===== src/rtl/panel_mirror_pkg.sv =====
package panel_mirror_pkg;
    localparam int WIDX_ICSR   = 0;
    localparam int WIDX_OCSR   = 1;
    localparam int WIDX_IPER   = 2;
    localparam int WIDX_OPER   = 3;
    localparam int WIDX_CHG    = 4;
    localparam int WIDX_CFG    = 5;
    localparam int WIDX_MAP0   = 6;
    localparam int SW_BYTE0    = 12;
    localparam int PER_W       = 10;
    localparam int BIT_ERR     = 15;
    localparam int BIT_EVT     = 7;
    localparam int BIT_IE      = 6;

    typedef enum logic [1:0] {
        TM_NORMAL    = 2'd0,
        TM_LAMP      = 2'd1,
        TM_FULL      = 2'd2,
        TM_POWERLESS = 2'd3
    } test_mode_e;
endpackage


===== src/rtl/ms_prescaler.sv =====
module ms_prescaler #(
    parameter int CLK_PER_MS = 1000
) (
    input  logic clk,
    input  logic rst_n,
    output logic ms_tick
);
    localparam int PW = (CLK_PER_MS > 1) ? $clog2(CLK_PER_MS) : 1;

    logic [PW-1:0] cnt_q, cnt_d;

    always_comb begin
        ms_tick = (cnt_q == PW'(CLK_PER_MS - 1));
        cnt_d   = ms_tick ? '0 : cnt_q + 1'b1;
    end

    always_ff @(posedge clk) begin
        if (!rst_n) cnt_q <= '0;
        else        cnt_q <= cnt_d;
    end
endmodule


===== src/rtl/period_timer.sv =====
module period_timer #(
    parameter int          PER_W   = 10,
    parameter logic [9:0]  RST_PER = 10'd50
) (
    input  logic             clk,
    input  logic             rst_n,
    input  logic             ms_tick,
    input  logic [PER_W-1:0] period,
    input  logic             load,
    input  logic [PER_W-1:0] load_val,
    output logic             tick
);
    logic [PER_W-1:0] cnt_q, cnt_d;

    always_comb begin
        cnt_d = cnt_q;
        tick  = 1'b0;
        if (load) begin
            cnt_d = load_val;
        end else if (ms_tick && period != '0) begin
            if (cnt_q <= PER_W'(1)) begin
                tick  = 1'b1;
                cnt_d = period;
            end else begin
                cnt_d = cnt_q - 1'b1;
            end
        end
    end

    always_ff @(posedge clk) begin
        if (!rst_n) cnt_q <= PER_W'(RST_PER);
        else        cnt_q <= cnt_d;
    end
endmodule


===== src/rtl/panel_mirror_regs.sv =====
module panel_mirror_regs
    import panel_mirror_pkg::*;
#(
    parameter int          CLK_PER_MS = 1000,
    parameter int          NS         = 4,
    parameter int          NL         = 4,
    parameter int          ADDR_W     = 6,
    parameter logic [15:0] BASE       = 16'o160200,
    parameter logic [9:0]  IPER_RST   = 10'd50,
    parameter logic [9:0]  OPER_RST   = 10'd10
) (
    input  logic                     clk,
    input  logic                     rst_n,
    input  logic [ADDR_W-1:0]        reg_addr,
    input  logic                     reg_wr,
    input  logic                     reg_rd,
    input  logic [15:0]              reg_wdata,
    output logic [15:0]              reg_rdata,
    input  logic                     panel_ok,
    input  logic [NS-1:0][15:0]      sw_in,
    output logic [NL-1:0][15:0]      lamp_out,
    output logic [1:0]               panel_test,
    output logic                     irq_in,
    output logic                     irq_out
);
    localparam int WIDX_LAMP0 = WIDX_MAP0 + NS;

    typedef struct packed {
        logic                 iie;
        logic                 ievt;
        logic                 oie;
        logic                 oevt;
        test_mode_e           tmode;
        logic [15:0]          chg;
        logic [15:0]          cfg;
        logic [PER_W-1:0]     iper;
        logic [PER_W-1:0]     oper;
        logic [NS-1:0][15:0]  sw;
        logic [NL-1:0][15:0]  lamp;
        logic [NL-1:0][15:0]  shown;
    } regs_t;

    regs_t r_q, r_d;

    logic              ms_tick;
    logic              in_tick, out_tick;
    logic              even;
    int                widx;
    logic              iper_load, oper_load;
    logic              poll_now;
    logic              any_chg;
    int                first_chg;

    assign even      = ~reg_addr[0];
    assign widx      = int'(reg_addr[ADDR_W-1:1]);
    assign iper_load = reg_wr && even && widx == WIDX_IPER;
    assign oper_load = reg_wr && even && widx == WIDX_OPER;

    ms_prescaler #(.CLK_PER_MS(CLK_PER_MS)) u_pre (
        .clk     (clk),
        .rst_n   (rst_n),
        .ms_tick (ms_tick)
    );

    period_timer #(.PER_W(PER_W), .RST_PER(IPER_RST)) u_in_tmr (
        .clk      (clk),
        .rst_n    (rst_n),
        .ms_tick  (ms_tick),
        .period   (r_q.iper),
        .load     (iper_load),
        .load_val (reg_wdata[PER_W-1:0]),
        .tick     (in_tick)
    );

    period_timer #(.PER_W(PER_W), .RST_PER(OPER_RST)) u_out_tmr (
        .clk      (clk),
        .rst_n    (rst_n),
        .ms_tick  (ms_tick),
        .period   (r_q.oper),
        .load     (oper_load),
        .load_val (reg_wdata[PER_W-1:0]),
        .tick     (out_tick)
    );

    // Lowest-indexed switch word that differs from its last capture
    always_comb begin
        any_chg   = 1'b0;
        first_chg = 0;
        for (int i = NS - 1; i >= 0; i--) begin
            if (sw_in[i] != r_q.sw[i]) begin
                any_chg   = 1'b1;
                first_chg = i;
            end
        end
    end

    assign poll_now = in_tick && panel_ok;

    always_comb begin
        r_d = r_q;

        // host writes
        if (reg_wr && even) begin
            case (widx)
                WIDX_ICSR: r_d.iie = reg_wdata[BIT_IE];
                WIDX_OCSR: begin
                    r_d.oie   = reg_wdata[BIT_IE];
                    r_d.tmode = test_mode_e'(reg_wdata[1:0]);
                end
                WIDX_IPER: r_d.iper = reg_wdata[PER_W-1:0];
                WIDX_OPER: r_d.oper = reg_wdata[PER_W-1:0];
                WIDX_CFG:  r_d.cfg  = reg_wdata;
                default: ;
            endcase
            for (int j = 0; j < NL; j++) begin
                if (widx == WIDX_LAMP0 + j) r_d.lamp[j] = reg_wdata;
            end
        end

        // read-to-clear, before the sets so a new event wins
        if (reg_rd && even && widx == WIDX_ICSR) r_d.ievt = 1'b0;
        if (reg_rd && even && widx == WIDX_OCSR) r_d.oevt = 1'b0;

        // switch poll
        if (poll_now) begin
            r_d.sw = sw_in;
            if (any_chg) begin
                r_d.ievt = 1'b1;
                r_d.chg  = BASE + 16'(SW_BYTE0 + 2 * first_chg);
            end
        end

        // lamp update
        if (out_tick) begin
            r_d.shown = r_q.lamp;
            r_d.oevt  = 1'b1;
        end
    end

    always_ff @(posedge clk) begin
        if (!rst_n) begin
            r_q       <= '0;
            r_q.iper  <= IPER_RST;
            r_q.oper  <= OPER_RST;
        end else begin
            r_q <= r_d;
        end
    end

    // read mux
    always_comb begin
        reg_rdata = '0;
        if (even) begin
            case (widx)
                WIDX_ICSR: begin
                    reg_rdata[BIT_ERR] = ~panel_ok;
                    reg_rdata[BIT_EVT] = r_q.ievt;
                    reg_rdata[BIT_IE]  = r_q.iie;
                end
                WIDX_OCSR: begin
                    reg_rdata[BIT_ERR] = ~panel_ok;
                    reg_rdata[BIT_EVT] = r_q.oevt;
                    reg_rdata[BIT_IE]  = r_q.oie;
                    reg_rdata[1:0]     = r_q.tmode;
                end
                WIDX_IPER: reg_rdata[PER_W-1:0] = r_q.iper;
                WIDX_OPER: reg_rdata[PER_W-1:0] = r_q.oper;
                WIDX_CHG:  reg_rdata = r_q.chg;
                WIDX_CFG:  reg_rdata = r_q.cfg;
                default: ;
            endcase
            for (int i = 0; i < NS; i++) begin
                if (widx == WIDX_MAP0 + i) reg_rdata = r_q.sw[i];
            end
            for (int j = 0; j < NL; j++) begin
                if (widx == WIDX_LAMP0 + j) reg_rdata = r_q.lamp[j];
            end
        end
    end

    assign lamp_out   = r_q.shown;
    assign panel_test = r_q.tmode;
    assign irq_in     = r_q.ievt & r_q.iie;
    assign irq_out    = r_q.oevt & r_q.oie & ~irq_in;
endmodule


===== config.mk =====
export PLATFORM = sky130hd
export DESIGN_NAME = panel_mirror_regs
export DESIGN_NICKNAME = d
export VERILOG_FILES = /design/src/rtl/panel_mirror_pkg.sv /design/src/rtl/ms_prescaler.sv /design/src/rtl/period_timer.sv /design/src/rtl/panel_mirror_regs.sv
export SDC_FILE = /design/constraint.sdc
export NUM_CORES = 1
export LEC_CHECK = 0
export ABC_AREA = 1
export ABC_CLOCK_PERIOD_IN_PS = 2000
export BUFFER_PORTS_ARGS = -buffer_cell sky130_fd_sc_hd__buf_2
export CAP_MARGIN = 25
export CORE_ASPECT_RATIO = 0.75
export CORE_MARGIN = 10
export CORE_UTILIZATION = 39
export DETAILED_ROUTE_END_ITERATION = 16
export HOLD_SLACK_MARGIN = 0.1
export SETUP_SLACK_MARGIN = 0.3
export SLEW_MARGIN = 15
export SYNTH_ARGS = -nofsm -noshare
export SYNTH_HDL_FRONTEND = slang
export SYNTH_SLANG_ARGS = --single-unit
export TNS_END_PERCENT = 5

===== constraint.sdc =====
create_clock -name clk -period 2 [get_ports clk]
set_input_delay 0.2 -clock clk [delete_from_list [all_inputs] [get_ports clk]]
set_output_delay 0.2 -clock clk [all_outputs]
set_load 0.01 [all_outputs]

# [Word-level counts from Yosys, hierarchy flattened]
# Cells that the tools add are included.
[op_classes] add_sub_neg=5 mul=0 n_div=0 magnitude_cmp=2 eq_ne=21 shift=0 mux=40 n_bitwise=7 n_reduce_logical=28
[op_table] cell="16-bit 2-to-1 mux" n=9
[op_table] cell="32-bit zero test" n=2
[op_table] cell="16-bit inequality test" n=4
[op_table] cell="10-bit 2-to-1 mux" n=6
[op_table] cell="15-bit 2-to-1 mux" n=3
[op_table] cell="5-bit equality test (second input constant)" n=6
[op_table] cell="5-bit by 3-bit equality test with 1-bit output (second input constant)" n=4
[op_table] cell="10-bit by 1-bit less-or-equal comparator with 1-bit output (second input constant)" n=2
[op_table] cell="2-bit AND reduction" n=10
[op_table] cell="10-bit nonzero test" n=2
[op_table] cell="10-bit by 1-bit subtractor with 10-bit output (second input constant)" n=2
[op_table] cell="16-bit adder (first input constant)" n=1
[op_table] cell="5-bit by 16-bit adder with 16-bit output (first input constant)" n=1
[op_table] cell="4-bit one-hot mux with 4 select lines" n=1
[op_table] cell="5-bit by 2-bit equality test with 1-bit output (second input constant)" n=3
[op_table] cell="1-bit 2-to-1 mux" n=15
[op_table] cell="2-bit one-hot mux with 6 select lines" n=1
[op_table] cell="10-bit by 1-bit adder with 10-bit output (second input constant)" n=1
[op_table] cell="10-bit equality test (second input constant)" n=1
[op_table] cell="5-bit by 4-bit equality test with 1-bit output (second input constant)" n=2
[op_table] cell="2-bit one-hot mux with 5 select lines" n=1
[op_table] cell="5-bit one-hot mux with 2 select lines" n=1
[op_table] cell="1-bit logical AND" n=9
[op_table] cell="2-bit one-hot mux with 4 select lines" n=1
[op_table] cell="other kinds (7)" n=15
[totals] register_bits=280 latchBits=0 ramBits=0 mem_bits_ro=0 in_bits=91 output_inout_bits=84 wordCells=127 n_memories=0

# [Depth between registers and ports, before layout]
[logic_depth] depth_word=12 mapped_depth=15 mapped_depth_nobuf=15

# [Hierarchy]
# A second synthesis with hierarchy kept.
[hier_totals] hier_cells=2010 area_unflattened_um2=13461.7
[modules_own_cells] module="panel_mirror_regs" instances=1 cells_per_inst=1611 area_each_um2=11093.1 seq_area_each_um2=4764.6
[modules_own_cells] module="period_timer at u_in_tmr" instances=1 cells_per_inst=171 area_each_um2=985.9 seq_area_each_um2=200.2
[modules_own_cells] module="period_timer at u_out_tmr" instances=1 cells_per_inst=167 area_each_um2=925.9 seq_area_each_um2=200.2
[modules_own_cells] module="ms_prescaler" instances=1 cells_per_inst=61 area_each_um2=456.7 seq_area_each_um2=200.2

# [Worst setup path before layout]
# Ideal clock, no wire load.
[synth_path] path_type="flip-flop to flip-flop" from="reg u_in_tmr.cnt_q[0]" to="reg r_q[229] (netlist name)" setup_ns=0.110 arrival_ns=1.749 required_ns=1.890 path_slack_ns=0.141 path_stages_with_launch=14 period_less_slack_ns=1.859 cell_sequence="dfxtp_1 > inv_1 > ha_1 > inv_1 > nor2_4 > nand3_1 > nand2_1 > nand2_2 > nor3_4 > nand2_2 > nand2_1 > nand2_1 > clkinv_1 > nor2_1"
[synth_via] elab_chain_len=6
[synth_rtl] element="start, declared" line="period_timer.sv:13" rtl="logic [PER_W-1:0] cnt_q, cnt_d;"
[synth_rtl] element="start signal, assigned" line="period_timer.sv:31" rtl="if (!rst_n) cnt_q <= PER_W'(RST_PER);"
[synth_rtl] element="start signal, assigned" line="period_timer.sv:32" rtl="else cnt_q <= cnt_d;"
[synth_rtl] element="10-bit by 1-bit less-or-equal comparator with 1-bit output" line="period_timer.sv:21" rtl="if (cnt_q <= PER_W'(1)) begin"
[synth_rtl] element="1-bit 2-to-1 mux" line="period_timer.sv:21"
[synth_rtl] element="1-bit 2-to-1 mux" line="period_timer.sv:20" rtl="end else if (ms_tick && period != '0) begin"
[synth_rtl] element="1-bit 2-to-1 mux" line="period_timer.sv:18" rtl="if (load) begin"
[synth_rtl] element="1-bit logical AND" line="panel_mirror_regs.sv:97" rtl="assign poll_now = in_tick && panel_ok;"
[synth_rtl] element="2-bit AND reduction (no source line)"
[synth_rtl] element="end signal, assigned" line="panel_mirror_regs.sv:146" rtl="r_q <= r_d;"
[synth_rtl] element="end, declared" line="panel_mirror_regs.sv:43" rtl="regs_t r_q, r_d;"
# Every way passes these cells.
# A chain may end at the register's enable or synchronous reset.

# [Worst setup path after layout]
[layout_path] from="reg r_q[201] (netlist name)" to="out reg_rdata[9]"
[layout_via] elab_chain_len=10
[layout_rtl] element="2-bit one-hot mux with 4 select lines" line="panel_mirror_regs.sv:154" rtl="case (widx)"
[layout_rtl] element="16-bit 2-to-1 mux (4 in series)" line="panel_mirror_regs.sv:173" rtl="if (widx == WIDX_MAP0 + i) reg_rdata = r_q.sw[i];"
[layout_rtl] element="16-bit 2-to-1 mux (4 in series)" line="panel_mirror_regs.sv:176" rtl="if (widx == WIDX_LAMP0 + j) reg_rdata = r_q.lamp[j];"
[layout_rtl] element="16-bit 2-to-1 mux" line="panel_mirror_regs.sv:153" rtl="if (even) begin"
[layout_rtl] element="end, declared" line="panel_mirror_regs.sv:18" rtl="output logic [15:0] reg_rdata,"
# Every way passes these cells.

==> impl_results.md <==
- TritonCTS Buffers: 28
- Max incr delay on CP: about 0.34 ns
- Sw power: ~2800 uW
- Status: finished, violations left
- Share of layout cells above drive strength 1: between 20% and 30%
- Cells along the critical path: inv_2 > o22ai_1 > nor2_1 > nand4_1 > nor2_1 > nand4_1 > nand2_1 > inv_1 > buf_2
- CTS clk-pin slew, worst paths: approximately 0.070 ns
- Die X: 231 um
- CTS tree: done
- # IOs: around 180
- RSZ-0062 raised after global routing: yes
- Clk buf depth: 3
- Startpoint Class: flop
- FF+latch count, synth: ~270
- Synthesized Nets: approximately 1900
- Combinational power share: under 10%
- Leakage: between 0.007 and 0.008 uW
- Effective utilization at floorplan: about 40%
- Top Family by Delay on Critical Path: simple AND/OR/NAND/NOR gates
- Worst Path Max Fanout: 2
- Total wire length: a little under 50 mm
- GPL Wtd Cong: 0.942
- Flop pwr share: a little under half
- CP bufs+invs: 3
- Setup slack, reg-to-reg: ~0.030 ns
- Final hold violation count: 0
- Initial antenna violation count: 0
- Sw frac: a little under a quarter
- Fmax: 458 MHz
- Routed Antenna Nets: 0
- Part of the power in the clock network: between 40% and 50%
- Clock Latency Late Sink: ~0.57 ns
- Crit path max-delay cell type: dfxtp_4
- CP required: about 1.8 ns
- Worst Setup SP: r_q[201]$_SDFFE_PN0P_
- Cell Rows: 57
- Max Slew Vio Count: 0
- Critical Path End Type: primary output
- Iter 0 DRT Violations: between 1000 and 1500
- Tot GR Track Use: 22.8%
- Die Area: a little over 40000 sq um
- Number of fill cells: approximately 3200
- Vias: between 10000 and 15000
- Hold path cells: 3
- Num Clock Sinks: 268
- # nets final: roughly 2200
- Area fraction of the dominant cell type after synthesis: 41.3%
- Failing checks: negative setup slack
- HP Class: input port to flop
- Mapped Area: around 13000 sq um
- Total inserted antenna cells: 0
- Worst Setup EP: reg_rdata[9]
- Core box area: between 30000 and 40000 sq um
- Mean Syn Cell Area: between 7 and 8 sq um
- Critical path depth in cells: 9
- Worst-margin pin slew: 0.683 ns
- Worst setup path category: flop to primary output
- Worst vdd ir: 0.000577 V
- Worst Setup Slack post-DPL: -0.282 ns
- Number of max-cap violations: 0
- Largest net degree at the start of global routing: 57
- Die height: 178 um
- H-tree Lvls: 1
- Count of cell types in the netlist: 46
- Final-report setup violation count: 12
- Cell count after synthesis: ~1800
- Hold_ws: between 0.1 and 0.15 ns
- WL per Instance: approximately 19 um
- Number of global-route vias before repair: approximately 12000
- P&R area growth vs syn: 32.2%
- Relative slew slack: 54.4%
- R2r worst-path depth: 10
- Reg2reg start: r_q[201]$_SDFFE_PN0P_
- Yosys top cell by area: dfxtp_1
- Syn. warnings: 0
- Congestion Overflow GR: 0
- Root buffer selected by CTS: clkbuf_16
- Drt via density: ~5
- Top cells by area, synth: dfxtp_1 (41%), o21ai_0 (9.3%), a21oi_1 (9.1%), nand2_1 (7.3%), inv_1 (6.2%)
- Tcrit/Tclk final: 109%
- Dpl hpwl: 36.6 mm
- Post-synthesis sequential area ratio: 41.3%
- DRC violations left: 0
- IO Port Bufs: approximately 170
- Worst EP arrival: around 2 ns
- R2r endpoint: lamp_out[62]$_SDFFE_PN0P_
- Internal power: about 9100 uW
- Pwr Density: 692 nW/um^2
- Crit path time final: ~2.2 ns
- First-pass GRT wire length: about 74 mm
- Skew final: about 0.025 ns
- Drt pass-1 iters: 6
- Final WS setup: -0.184 ns
==> how the worst min path moves through the flow <==
| stage | from | to | slack [ns] |
|---|---|---|---|
| 2_1_floorplan | reg_wdata[0] | panel_test[0]$_SDFFE_PN0P_ | 0.33 |
| 3_3_place_gp | u_pre.cnt_q[0]$_SDFF_PP0_ | u_pre.cnt_q[0]$_SDFF_PP0_ | 0.43 |
| 3_5_place_dp | u_pre.cnt_q[0]$_SDFF_PP0_ | u_pre.cnt_q[0]$_SDFF_PP0_ | 0.43 |
| 4_1_cts | reg_wdata[6] | r_q[249]$_SDFFE_PN0P_ | 0.11 |
| 5_1_grt | rst_n | r_q[184]$_SDFFE_PN0P_ | 0.14 |
| 6_report | rst_n | r_q[180]$_SDFFE_PN0P_ | 0.13 |
==> final cells by class <==
type	count	area, sq um	share of cell area [%]
tap	442	553	3.22
multi-input combinational	1179	6570	38.3
timing repair buffer	374	2790	16.2
clock inverter	12	203	1.18
inverter	226	868	5.05
clock buffer	38	778	4.53
sequential	268	5420	31.5
==> per-layer routing <==
layer / wire [um] / vias to the layer above / part of all wire (%) / global-route usage [%]
met5: 0 / - / 0 / 0
met4: 787 / 0 / 1.6 / 4.59
met1: 23400 / 6095 / 48 / 32.9
met2: 20400 / 446 / 42 / 34.1
met3: 3880 / 54 / 8.0 / 4.87
li1: - / 6455 / - / -
==> cell families after synthesis <==
kind of cell | Yosys count | synth area share [%]
buf+inv | 377 | 13.5
fa+ha+maj | 5 | 0.481
flops | 268 | 41.3
simple gates | 571 | 19.3
compound gates | 550 | 21.9
xor+xnor | 53 | 3.57
==> sequential cells by signal, indices dropped and copies added (netlist names) <==
register and count:
r_q 172, lamp_out 64, u_in_tmr.cnt_q 10, u_out_tmr.cnt_q 10, u_pre.cnt_q 10, panel_test 2
==> through the flow <==
stage | TNS (ns) | area [sq um] | instances | total power [uW] | utilization, %
2_1_floorplan | 0 | 13100 | 1824 | 5810 | -
3_3_place_gp | -2.17 | 14500 | 2396 | 6160 | 44.6
3_5_place_dp | -2.42 | 14500 | 2396 | 6160 | 44.6
4_1_cts | -1.51 | 17100 | 2538 | 11900 | 52.3
5_1_grt | -3.05 | 17200 | 2539 | 12300 | 52.7
6_report | -1.03 | 17200 | 2539 | 11900 | 52.7
==> cell usage after synthesis (all sizes together) <==
library cell    n
o311ai          1
o22ai           7
o21a            1
buf           104
xor2           18
nand2         263
nand3b          3
nor4            3
nand3          53
o2111ai         1
clkbuf         47
a41oi           1
nor2          175
o31ai           1
or2            15
o211ai         17
nor3b           5
nor3           27
and3            2
o21ai         269
ha              5
and2            1
xnor2          35
inv           220
dfxtp         268
nand4          24
clkinv          6
a22oi           1
a31oi          13
o221ai          2
a21oi         236
==> cell usage in the layout (no fill, tap or decap), drive strengths merged <==
cell / instances
nor4: 3
a22oi: 1
nor3b: 5
a31oi: 13
o21ai: 269
o311ai: 1
o31ai: 1
xnor2: 35
nor3: 27
nand3b: 3
clkbuf: 38
clkinv: 12
o221ai: 2
bufinv: 5
nand2: 263
buf: 294
o22ai: 7
and3: 2
clkinvlp: 2
ha: 5
nand3: 53
nor2: 175
o21a: 1
xor2: 18
inv: 219
o211ai: 17
dlygate4sd3: 80
o2111ai: 1
dfxtp: 268
and2: 1
a21oi: 236
a41oi: 1
or2: 15
nand4: 24
==> tightest hold or removal path: cells and delay by family <==
kind                   cells  cell delay, ns
buffers and inverters      1            0.26
AO/OA/AOI/OAI              2            0.16
==> power by group through the flow <==
stage / Combinational, uW / Sequential [uW] / Clock, uW
2_1_floorplan: 318 / 5490 / 0
3_3_place_gp: 667 / 5490 / 0
3_5_place_dp: 670 / 5490 / 0
4_1_cts: 855 / 5370 / 5710
5_1_grt: 942 / 5370 / 5950
6_report: 872 / 5370 / 5640
==> timing repair <==
action | in CTS | in global routing
hold buffers | 80 | 0
endpoints found under the setup margin | 164 | 171
setup buffers | 12 | 1
hold endpoints to repair | 141 | 0
gates cloned | 0 | 0
pin swaps | 145 | 58
resized for setup | 254 | 48
Note: power is estimated with default switching activity, not from simulation.
